File: config.mk
export PLATFORM = sky130hd
export DESIGN_NAME = mdrop_uart_rx
export DESIGN_NICKNAME = d
export VERILOG_FILES = /design/src/rtl/mdrop_rx_pkg.sv /design/src/rtl/mdrop_rx_sync.sv /design/src/rtl/mdrop_rx_tick.sv /design/src/rtl/mdrop_rx_frame.sv /design/src/rtl/mdrop_rx_fifo.sv /design/src/rtl/mdrop_uart_rx.sv
export SDC_FILE = /design/constraint.sdc
export NUM_CORES = 1
export LEC_CHECK = 0
export BUFFER_PORTS_ARGS = -buffer_cell sky130_fd_sc_hd__buf_4
export CORE_UTILIZATION = 42
export CTS_BUF_LIST = sky130_fd_sc_hd__clkbuf_4
export DETAILED_ROUTE_END_ITERATION = 12
export GPL_TIMING_DRIVEN = 0
export PLACE_DENSITY = 0.59
export SYNTH_ARGS = -nofsm -noshare
export SYNTH_HDL_FRONTEND = slang
export SYNTH_SLANG_ARGS = --single-unit
File: constraint.sdc
create_clock -name clk -period 2.7 [get_ports clk]
set_input_delay 0.27 -clock clk [delete_from_list [all_inputs] [get_ports clk]]
set_output_delay 0.27 -clock clk [all_outputs]
set_load 0.01 [all_outputs]
File: src/rtl/mdrop_rx_pkg.sv
package mdrop_rx_pkg;

  localparam int MAX_BITS = 9;

  typedef struct packed {
    logic [MAX_BITS-1:0] data;
    logic                addr;
    logic                ferr;
    logic                perr;
  } rx_entry_t;

  localparam int ENTRY_W = $bits(rx_entry_t);

  typedef enum logic [2:0] {
    S_IDLE,
    S_START,
    S_DATA,
    S_PAR,
    S_STOP,
    S_HOLD
  } rx_state_t;

  function automatic logic [3:0] char_bits(input logic [2:0] sel);
    if (sel >= 3'd4) return 4'd9;
    return 4'd5 + {1'b0, sel};
  endfunction

  function automatic logic maj3(input logic a, input logic b, input logic c);
    return (a & b) | (a & c) | (b & c);
  endfunction

endpackage

File: src/rtl/mdrop_rx_sync.sv
module mdrop_rx_sync #(
  parameter int STAGES = 2
) (
  input  logic clk,
  input  logic rst,
  input  logic din,
  output logic dout
);
  logic [STAGES-1:0] shr;

  always_ff @(posedge clk) begin
    if (rst) shr <= '1;
    else     shr <= {shr[STAGES-2:0], din};
  end

  assign dout = shr[STAGES-1];
endmodule

File: src/rtl/mdrop_rx_tick.sv
module mdrop_rx_tick #(
  parameter int DIV_W = 8
) (
  input  logic             clk,
  input  logic             rst,
  input  logic [DIV_W-1:0] div,
  output logic             tick
);
  logic [DIV_W-1:0] cnt;

  always_ff @(posedge clk) begin
    if (rst) begin
      cnt  <= '0;
      tick <= 1'b0;
    end else if (cnt >= div) begin
      cnt  <= '0;
      tick <= 1'b1;
    end else begin
      cnt  <= cnt + 1'b1;
      tick <= 1'b0;
    end
  end

  AST_TICK_SPACING: assert property (@(posedge clk) disable iff (rst)
    (tick && div != '0) |=> !tick);
endmodule

File: src/rtl/mdrop_rx_frame.sv
module mdrop_rx_frame
  import mdrop_rx_pkg::*;
#(
  parameter int OS_NORM = 16,
  parameter int OS_DBL  = 8
) (
  input  logic      clk,
  input  logic      rst,
  input  logic      tick,
  input  logic      rx,
  input  logic      dbl,
  input  logic [2:0] char_sel,
  input  logic      par_en,
  output logic      done,
  output rx_entry_t ent
);
  localparam int PW  = $clog2(OS_NORM);
  localparam int BIW = $clog2(MAX_BITS + 1);

  rx_state_t          st;
  logic [PW-1:0]      ph;
  logic [PW-1:0]      ph_last, ph_s0, ph_s1, ph_vote;
  logic               s0, s1, bitv, par_bit, pen_l;
  logic [BIW-1:0]     bit_idx;
  logic [3:0]         nb;
  logic [MAX_BITS-1:0] shreg;

  assign ph_last = dbl ? PW'(OS_DBL - 1)   : PW'(OS_NORM - 1);
  assign ph_s0   = dbl ? PW'(OS_DBL/2 - 1) : PW'(OS_NORM/2 - 1);
  assign ph_s1   = dbl ? PW'(OS_DBL/2)     : PW'(OS_NORM/2);
  assign ph_vote = dbl ? PW'(OS_DBL/2 + 1) : PW'(OS_NORM/2 + 1);
  assign bitv    = maj3(s0, s1, rx);

  always_ff @(posedge clk) begin
    if (rst) begin
      st      <= S_IDLE;
      ph      <= '0;
      s0      <= 1'b1;
      s1      <= 1'b1;
      bit_idx <= '0;
      nb      <= 4'd8;
      pen_l   <= 1'b0;
      shreg   <= '0;
      par_bit <= 1'b0;
      done    <= 1'b0;
      ent     <= '0;
    end else begin
      done <= 1'b0;
      if (st == S_HOLD) begin
        if (rx) st <= S_IDLE;
      end else if (tick) begin
        if (ph == ph_s0) s0 <= rx;
        if (ph == ph_s1) s1 <= rx;
        ph <= (ph == ph_last) ? '0 : ph + 1'b1;
        case (st)
          S_IDLE: begin
            ph <= '0;
            if (!rx) begin
              st    <= S_START;
              ph    <= PW'(1);
              nb    <= char_bits(char_sel);
              pen_l <= par_en;
              shreg <= '0;
            end
          end
          S_START: begin
            if (ph == ph_vote && bitv) begin
              st <= S_IDLE;
              ph <= '0;
            end else if (ph == ph_last) begin
              st      <= S_DATA;
              bit_idx <= '0;
            end
          end
          S_DATA: begin
            if (ph == ph_vote) shreg[bit_idx] <= bitv;
            if (ph == ph_last) begin
              if (bit_idx == BIW'(nb - 4'd1)) st <= pen_l ? S_PAR : S_STOP;
              else bit_idx <= bit_idx + 1'b1;
            end
          end
          S_PAR: begin
            if (ph == ph_vote) par_bit <= bitv;
            if (ph == ph_last) st <= S_STOP;
          end
          S_STOP: begin
            if (ph == ph_vote) begin
              done      <= 1'b1;
              ent.data  <= shreg;
              ent.addr  <= (nb == 4'd9) ? shreg[MAX_BITS-1] : bitv;
              ent.ferr  <= !bitv;
              ent.perr  <= pen_l && ((^shreg) ^ par_bit);
              st        <= bitv ? S_IDLE : S_HOLD;
              ph        <= '0;
            end
          end
          default: st <= S_IDLE;
        endcase
      end
    end
  end

  AST_START_LOW: assert property (@(posedge clk) disable iff (rst)
    (st == S_START && $past(st) == S_IDLE) |-> !$past(rx));
  AST_HOLD_UNTIL_HIGH: assert property (@(posedge clk) disable iff (rst)
    (st == S_HOLD && !rx) |=> st == S_HOLD);
  AST_DONE_FROM_STOP: assert property (@(posedge clk) disable iff (rst)
    done |-> $past(st) == S_STOP);
endmodule

File: src/rtl/mdrop_rx_fifo.sv
module mdrop_rx_fifo #(
  parameter int DEPTH = 2,
  parameter int W     = 12
) (
  input  logic         clk,
  input  logic         rst,
  input  logic         wr_en,
  input  logic [W-1:0] wr_data,
  input  logic         rd_en,
  output logic [W-1:0] rd_data,
  output logic         empty,
  output logic         full
);
  localparam int AW = (DEPTH > 1) ? $clog2(DEPTH) : 1;
  localparam int CW = $clog2(DEPTH + 1);

  logic [W-1:0]  mem [DEPTH];
  logic [AW-1:0] wptr, rptr;
  logic [CW-1:0] cnt;
  logic          do_wr, do_rd;

  assign empty = (cnt == '0);
  assign full  = (cnt == CW'(DEPTH));
  assign do_wr = wr_en && !full;
  assign do_rd = rd_en && !empty;

  always_ff @(posedge clk) begin
    if (do_wr) mem[wptr] <= wr_data;
  end

  always_ff @(posedge clk) begin
    if (rst) begin
      wptr <= '0;
      rptr <= '0;
      cnt  <= '0;
    end else begin
      if (do_wr) wptr <= (wptr == AW'(DEPTH - 1)) ? '0 : wptr + 1'b1;
      if (do_rd) rptr <= (rptr == AW'(DEPTH - 1)) ? '0 : rptr + 1'b1;
      cnt <= cnt + CW'(do_wr) - CW'(do_rd);
    end
  end

  assign rd_data = mem[rptr];

  AST_NO_OVERFLOW: assert property (@(posedge clk) disable iff (rst)
    cnt <= CW'(DEPTH));
  AST_POP_EMPTY: assert property (@(posedge clk) disable iff (rst)
    (rd_en && empty && !wr_en) |=> empty);
  AST_FULL_KEEPS: assert property (@(posedge clk) disable iff (rst)
    (wr_en && full && !rd_en) |=> full && $stable(rptr));
endmodule

File: src/rtl/mdrop_uart_rx.sv
module mdrop_uart_rx
  import mdrop_rx_pkg::*;
#(
  parameter int DIV_W     = 8,
  parameter int FIFO_DEPTH = 2,
  parameter int SYNC_STG  = 2
) (
  input  logic             clk,
  input  logic             rst,
  input  logic             rxd,
  input  logic [DIV_W-1:0] baud_div,
  input  logic             dbl_speed,
  input  logic [2:0]       char_sel,
  input  logic             par_en,
  input  logic             filter_en,
  input  logic             rd_pop,
  output logic             rd_valid,
  output logic [8:0]       rd_data,
  output logic             rd_addr,
  output logic             rd_ferr,
  output logic             rd_perr,
  output logic             ovr_pulse
);
  logic      rx_s, tick, done, push, q_empty, q_full;
  rx_entry_t ent, head;

  mdrop_rx_sync #(.STAGES(SYNC_STG)) u_sync (
    .clk(clk), .rst(rst), .din(rxd), .dout(rx_s));

  mdrop_rx_tick #(.DIV_W(DIV_W)) u_tick (
    .clk(clk), .rst(rst), .div(baud_div), .tick(tick));

  mdrop_rx_frame u_frame (
    .clk(clk), .rst(rst), .tick(tick), .rx(rx_s), .dbl(dbl_speed),
    .char_sel(char_sel), .par_en(par_en), .done(done), .ent(ent));

  assign push = done && (!filter_en || ent.addr);

  mdrop_rx_fifo #(.DEPTH(FIFO_DEPTH), .W(ENTRY_W)) u_fifo (
    .clk(clk), .rst(rst), .wr_en(push), .wr_data(ent), .rd_en(rd_pop),
    .rd_data(head), .empty(q_empty), .full(q_full));

  always_ff @(posedge clk) begin
    if (rst) ovr_pulse <= 1'b0;
    else     ovr_pulse <= push && q_full;
  end

  assign rd_valid = !q_empty;
  assign rd_data  = head.data;
  assign rd_addr  = head.addr;
  assign rd_ferr  = head.ferr;
  assign rd_perr  = head.perr;

  AST_OVR_ONLY_FULL: assert property (@(posedge clk) disable iff (rst)
    ovr_pulse |-> $past(q_full));
  AST_OVR_SINGLE: assert property (@(posedge clk) disable iff (rst)
    ovr_pulse |-> $past(done));
endmodule

==> results of run 1 <==
layout make-up:
cell class	count	area [um^2]
clock inverters	7	52.55
inverters	27	101.3
plain buffers	21	105.1
well taps	129	161.4
flip-flops and latches	82	1882
fillers	900	4715
repair buffers	31	235.2
clock buffers	9	67.56
multi-input cells	276	2008
layer usage:
layer	wire length, um	GRT usage
met1	3647	0.2013
met3	250	0.03398
met5	0	0
met2	3493	0.2629
met4	104	0.06800
logic make-up (layout without fill, tap and decap cells):
group / Yosys count / in the layout
adders and majority gates: 23 / 23
and+or+nand+nor: 139 / 139
DFF: 82 / 82
buffers and inverters: 48 / 95
AOI/OAI and AO/OA: 55 / 55
muxes: 32 / 32
xor gates and xnor gates: 27 / 27
critical path: stages, from the launching register on:
cell and delay (ns):
dfxtp_1 0.40, inv_1 0.08, ha_1 0.19, and4b_4 0.22
or2_1 0.24, a211o_1 0.29, a211oi_2 0.32, o21ai_1 0.15
a32o_1 0.28
repair_timing:
item,in CTS,in global routing
hold buffers,1,0
hold endpoints to repair,1,0
buffers inserted,0,0
endpoints found under the setup margin,0,0
resized for setup,0,0
metrics by stage:
step / instance area (um^2) / hold WS [ns] / setup slack [ns] / std cells
after floorplan: 4096 / 0.3738 / 0.6725 / 406
after global placement: 4483 / 0.3951 / 0.4682 / 565
after detailed placement: 4483 / 0.3980 / 0.4400 / 565
after CTS: 4613 / 0.05035 / 0.4313 / 582
after global routing: 4613 / 0.06644 / 0.3142 / 582
final: 4613 / 0.07859 / 0.4371 / 582
how the worst max path moves through the flow:
| stage | slack (ns) | from | end |
|---|---|---|---|
| 3_3_place_gp | 0.47 | u_frame.ph[1]$_SDFFE_PP0P_ | u_frame.bit_idx[1]$_SDFFE_PP0P_ |
| 4_1_cts | 0.43 | u_frame.ph[1]$_SDFFE_PP0P_ | u_frame.bit_idx[1]$_SDFFE_PP0P_ |
| 6_report | 0.44 | u_frame.ph[1]$_SDFFE_PP0P_ | u_frame.bit_idx[1]$_SDFFE_PP0P_ |
| 5_1_grt | 0.31 | u_frame.ph[1]$_SDFFE_PP0P_ | u_frame.bit_idx[1]$_SDFFE_PP0P_ |
| 3_5_place_dp | 0.44 | u_frame.ph[1]$_SDFFE_PP0P_ | u_frame.bit_idx[1]$_SDFFE_PP0P_ |
| 2_1_floorplan | 0.67 | u_frame.ph[1]$_SDFFE_PP0P_ | u_frame.bit_idx[1]$_SDFFE_PP0P_ |
layout by cell type (no fill, tap or decap), types with 12 or more instances in the layout:
| cell type | instances |
|---|---|
| edfxtp_1 | 24 |
| xnor2_1 | 19 |
| dfxtp_1 | 58 |
| mux2i_1 | 20 |
| nand3_1 | 15 |
| nor3_1 | 13 |
| mux2_2 | 12 |
| nor2_1 | 38 |
| a21oi_1 | 20 |
| ha_1 | 22 |
| nand2_1 | 35 |
| inv_1 | 25 |
| buf_4 | 31 |
sequential cells by signal (all words and copies together) (netlist names), 2 cells and up, named ones only:
register and cells:
u_fifo.cnt 2, u_fifo.mem 24, u_frame.bit_idx 4, u_frame.ent 12, u_frame.nb 4, u_frame.ph 4, u_frame.shreg 9, u_frame.st 3
u_sync.shr 2, u_tick.cnt 8
power by group:
group | switching (mW) | internal (mW)
registers | 0.0134 | 1.28
logic | 0.0745 | 0.0742
clock network | 0.446 | 0.193
==> flow_summary_export.csv, run 1 <==
group,metric,value,unit
outcome,outcome,"finished, final reports clean",
drt,route.vias.total,2868,
clock_network,htreeDepth,3,
logic_synthesis,synthesis.area_per_instance,10.09,um^2
drt,detail_route.iter0.violations,103,
setup_path,critPathRequiredTime,3.04,ns
setup_path,critPathLaunchType,"flop",
logic_synthesis,synth_edf_count,24,
global_route,vias_in_the_first_global_route,2734,
setup_path,r2r_slack,0.44,ns
logic_synthesis,adder_cell_fraction_of_synth_area,0.06964,
sta,rsz0062_at_grt,"false",
worst_hold_path,worst_min_delay_path_endpoint,"u_frame.pen_l$_SDFFE_PP0P_",
final_layout,flow.area_growth_from_synthesis,12.61,%
logic_synthesis,synthDistinctLibCells,60,
power_and_ir_drop,pwr_density_cell,450.5,nW/um^2
setup_path,worstPathMaxFanout,5,
floorplanning,fp.dieH,100.8,um
logic_synthesis,yosys.area.top_type_share,0.2834,
power_and_ir_drop,post-layout-total-power,2.078,mW
clock_network,cts.clk_slew.worst_paths,0.13,ns
place,gp_congestion,0.8740,
logic_synthesis,async_flop_share,0,
sta,final_hold_viol_count,0,
logic_synthesis,xor_xnor_share_of_the_synthesized_area,0.05956,
clock_network,cts_buffers,9,
setup_path,critical_path_arrival,2.60,ns
logic_synthesis,synthTopCellsByArea,"dfxtp_1 28%, edfxtp_1 18%, ha_1 6.7%, mux2i_1 4.9%, xnor2_1 4.1%",
drt,drcViolationCount,0,
logic_synthesis,number_of_synthesized_register_bits,82,
logic_synthesis,yosys_most_used_dff,"dfxtp_1",
final_layout,layout-drive-gt1-share,0.1854,
logic_synthesis,ys_top_cells_by_count,"58 x dfxtp_1, 38 x nor2_1, 35 x nand2_1",
logic_synthesis,yosysMostFrequentCell,"dfxtp_1",
sta,report.final.slew_viol_count,0,
logic_synthesis,yosys_warnings,0,
clock_network,cts_num_sinks,82,
clock_network,clock_latency,0.43,ns
sta,setup-violations-final,0,
drt,drt-total-wl,7496,um
sta,tightestPinTransition,0.9992,ns
setup_path,critical_path.reg2reg.startpoint,"u_frame.ph[1]$_SDFFE_PP0P_",
logic_synthesis,synthMuxAreaShare,0.08186,
power_and_ir_drop,p_leak,1.872,nW
logic_synthesis,mappedNetlistArea,4096,um^2
power_and_ir_drop,vdd_drop_max,0.0001818,V
floorplanning,floorplan.rows,35,
logic_synthesis,synth_top_family_by_area,"simple AND/OR/NAND/NOR gates",
drt,route.antenna.remaining_nets,0,
global_route,grt-ovfl-total,0,
logic_synthesis,mappedNetlistNets,446,
global_route,grt_first_pass_wirelength,12610,um
logic_synthesis,synthDominantAreaCellType,"dfxtp_1",
floorplanning,die_width,100.8,um
sta,slew-limit-headroom,0.3314,
logic_synthesis,synth_seq_area_share,0.4594,
drt,routedWlPerCell,12.88,um
floorplanning,core_footprint,9328,um^2
floorplanning,ios,32,
clock_network,tritoncts,"built",
place,buffer_ports.inserted,30,
clock_network,clk_path_buf_depth,2,
drt,detail_route.vias_per_cell,4.928,
logic_synthesis,post_synthesis_cell_count,406,
floorplanning,fp.dieArea,10150,um^2
final_layout,antennaDiodeCount,0,
worst_hold_path,hold_path_depth,3,
sta,finalClockSkew,0.01490,ns
setup_path,regToRegEndpoint,"u_frame.bit_idx[1]$_SDFFE_PP0P_",
logic_synthesis,synthSimpleGateAreaFrac,0.1723,
sta,max_freq,0.4419,GHz
global_route,grt_max_degree,16,
run,drv.max_cap_violation_count,0,
final_layout,number_of_nets_in_the_final_layout,488,
global_route,grt_antenna_before_repair,0,
sta,post-route-min-period,2.263,ns
worst_hold_path,hold_start,"par_en",
sta,final_worst_path_period_share,0.8381,
setup_path,r2r.worst_path.cells,8,
clock_network,ctsRootBufferMaster,"clkbuf_4",
final_layout,finish.utilization,0.4946,
setup_path,critPathCaptureType,"flop",
global_route,grtUsageTotal,0.1592,
drt,drt_pass1_iterations,4,
logic_synthesis,synth_compound_area_frac,0.1069,
floorplanning,initial_core_util,0.4392,
place,detailedPlacementHpwl,5521,um
sta,fin_tns_setup,0,ns
setup_path,path_class,"reg2reg",
worst_hold_path,holdCritPathClass,"in2reg",
Power figures use the tool's default switching activity.
==> run 2: changes to the inputs <==
- PLACE_DENSITY: 0.59 -> 0.61
- clock period: 2.7 -> 1.9 ns (I/O delays scaled with it)
==> run 2 against run 1 <==
  * Via count increased by 8.3%
  * Routed wire length up 13%
  * Setup slack got worse by 0.63 ns
  * Count of clock-buffer cells in the layout unchanged
  * Clock power up 43%
  * Largest power group unchanged
  * Sequential power is 42% higher
  * Non-clock buffer count increased by 29
  * The run now ends with negative setup slack left
==> flow_summary_export.csv, run 2 (synthesized netlist as in run 1, its figures left out) <==
group,metric,value,unit
drt,drt_pass1_iterations,4,
drt,drcViolationCount,0,
drt,detail_route.iter0.violations,245,
floorplanning,ios,32,
place,gp_congestion,0.8506,
sta,tightestPinTransition,0.6235,ns
worst_hold_path,holdCritPathClass,"in2reg",
setup_path,worstPathMaxFanout,4,
clock_network,cts.clk_slew.worst_paths,0.14,ns
setup_path,critical_path_arrival,2.43,ns
floorplanning,floorplan.rows,35,
clock_network,tritoncts,"built",
drt,detail_route.vias_per_cell,5.074,
floorplanning,initial_core_util,0.4392,
clock_network,cts_num_sinks,82,
sta,slew-limit-headroom,0.5844,
sta,setup-violations-final,26,
final_layout,top_register,"u_fifo.mem",
power_and_ir_drop,p_leak,2.097,nW
setup_path,critPathCaptureType,"flop",
drt,route.vias.total,3105,
final_layout,finish.utilization,0.5510,
clock_network,htreeDepth,3,
global_route,grtUsageTotal,0.1739,
sta,fin_tns_setup,-1.682,ns
setup_path,critPathRequiredTime,2.24,ns
run,drv.max_cap_violation_count,0,
setup_path,critPathLaunchType,"flop",
sta,max_freq,0.4776,GHz
outcome,failing_checks,"negative setup slack",
floorplanning,die_width,100.8,um
floorplanning,fp.dieArea,10150,um^2
sta,final_worst_path_period_share,1.102,
drt,drt-total-wl,8478,um
sta,post-route-min-period,2.094,ns
place,buffer_ports.inserted,30,
final_layout,antennaDiodeCount,0,
outcome,outcome,"finished with violations",
clock_network,cts_buffers,9,
clock_network,clk_path_buf_depth,2,
global_route,grt_first_pass_wirelength,13770,um
sta,timing.hold.ws,0.06478,ns
final_layout,final_cell_mix,"58 x buf_4, 48 x dfxtp_1, 34 x nor2_1, 30 x nand2_1, 24 x edfxtp_1",
power_and_ir_drop,pwr_density_cell,576.8,nW/um^2
final_layout,number_of_nets_in_the_final_layout,518,
global_route,grt-ovfl-total,0,
sta,final_critical_path_setup_slack,-0.1939,ns
floorplanning,fp.dieH,100.8,um
final_layout,reg.largest.list,"u_fifo.mem: 24 flops, u_frame.ent: 12 flops, u_frame.shreg: 9 flops",
sta,report.final.slew_viol_count,0,
drt,routedWlPerCell,13.85,um
power_and_ir_drop,vdd_drop_max,0.0002485,V
final_layout,flow.area_growth_from_synthesis,25.47,%
sta,rsz0062_at_grt,"true",
place,detailedPlacementHpwl,5571,um
global_route,vias_in_the_first_global_route,2967,
global_route,grt_antenna_before_repair,0,
sta,final_hold_viol_count,0,
clock_network,clock_latency,0.43,ns
final_layout,largest_register_ffs,24,
sta,finalClockSkew,0.01075,ns
final_layout,layout-drive-gt1-share,0.3478,
floorplanning,core_footprint,9328,um^2
setup_path,path_class,"reg2reg",
global_route,grt_max_degree,16,
drt,route.antenna.remaining_nets,0,
final_layout,most_common_library_cell_in_the_layout_ignoring_fill_and_taps,"buf_4",
clock_network,ctsRootBufferMaster,"clkbuf_4",
## run 2: area by class of cell
class                           count  area, um^2
Clock inverter                      7       55.05
Multi-Input combinational cell    277        2237
Inverter                           27       107.6
Timing Repair Buffer               66       521.8
Sequential cell                    82        1904
Fill cell                         836        4188
Tap cell                          129       161.4
Clock buffer                        9       67.56
Buffer                             15       85.08
## run 2: stage by stage
stage | cells | cell area [um^2] | power, mW | setup slack (ns)
final | 612 | 5140 | 2.965 | -0.1939
after global routing | 612 | 5140 | 3.096 | -0.2927
after CTS | 603 | 4932 | 2.996 | -0.1688
after detailed placement | 565 | 4502 | 2.085 | -0.2716
after global placement | 565 | 4502 | 2.080 | -0.2386
after floorplan | 406 | 4115 | 2.009 | -0.04753
## run 2: critical path: stages (launching register included)
cell      delay [ns]
dfxtp_2         0.37
inv_2           0.05
ha_4            0.15
and4b_4         0.20
or2_1           0.25
a211o_1         0.34
a211oi_2        0.26
o21ai_1         0.14
a32o_1          0.24
## run 2: per-layer routing
metal,part of all wire,track usage,vias to the layer above
met4,0.018,0.07358,0
met3,0.034,0.03814,14
li1,-,-,1565
met2,0.49,0.2982,59
met1,0.46,0.2107,1467
met5,0,0,-
## run 2: worst paths after layout
path                                            startpoint                               to  slack (ns)  cells after the start
worst max-delay path            u_frame.ph[1]$_SDFFE_PP0P_  u_frame.bit_idx[1]$_SDFFE_PP0P_       -0.19                      8
worst min-delay path                           char_sel[1]       u_frame.nb[3]$_SDFFE_PP1P_        0.06                      3
worst max register to register  u_frame.ph[1]$_SDFFE_PP0P_  u_frame.bit_idx[1]$_SDFFE_PP0P_       -0.19                      8
worst min register to register    u_sync.shr[0]$_SDFF_PP1_         u_sync.shr[1]$_SDFF_PP1_        0.43                      1
## run 2: where the power goes
| part | internal [mW] | switching, mW | total [mW] |
|---|---|---|---|
| combinational | 0.111 | 0.107 | 0.218 |
| sequential | 1.81 | 0.0239 | 1.83 |
| clock | 0.277 | 0.636 | 0.913 |
| total | 2.20 | 0.767 | 2.96 |
## run 2: what timing repair did
item	4_1_cts	5_1_grt
pin swaps	18	20
gates cloned	0	2
endpoints found under the hold margin	3	0
resized for setup	38	38
buffers inserted	23	9
endpoints found under the setup margin	72	42
hold buffers	3	0
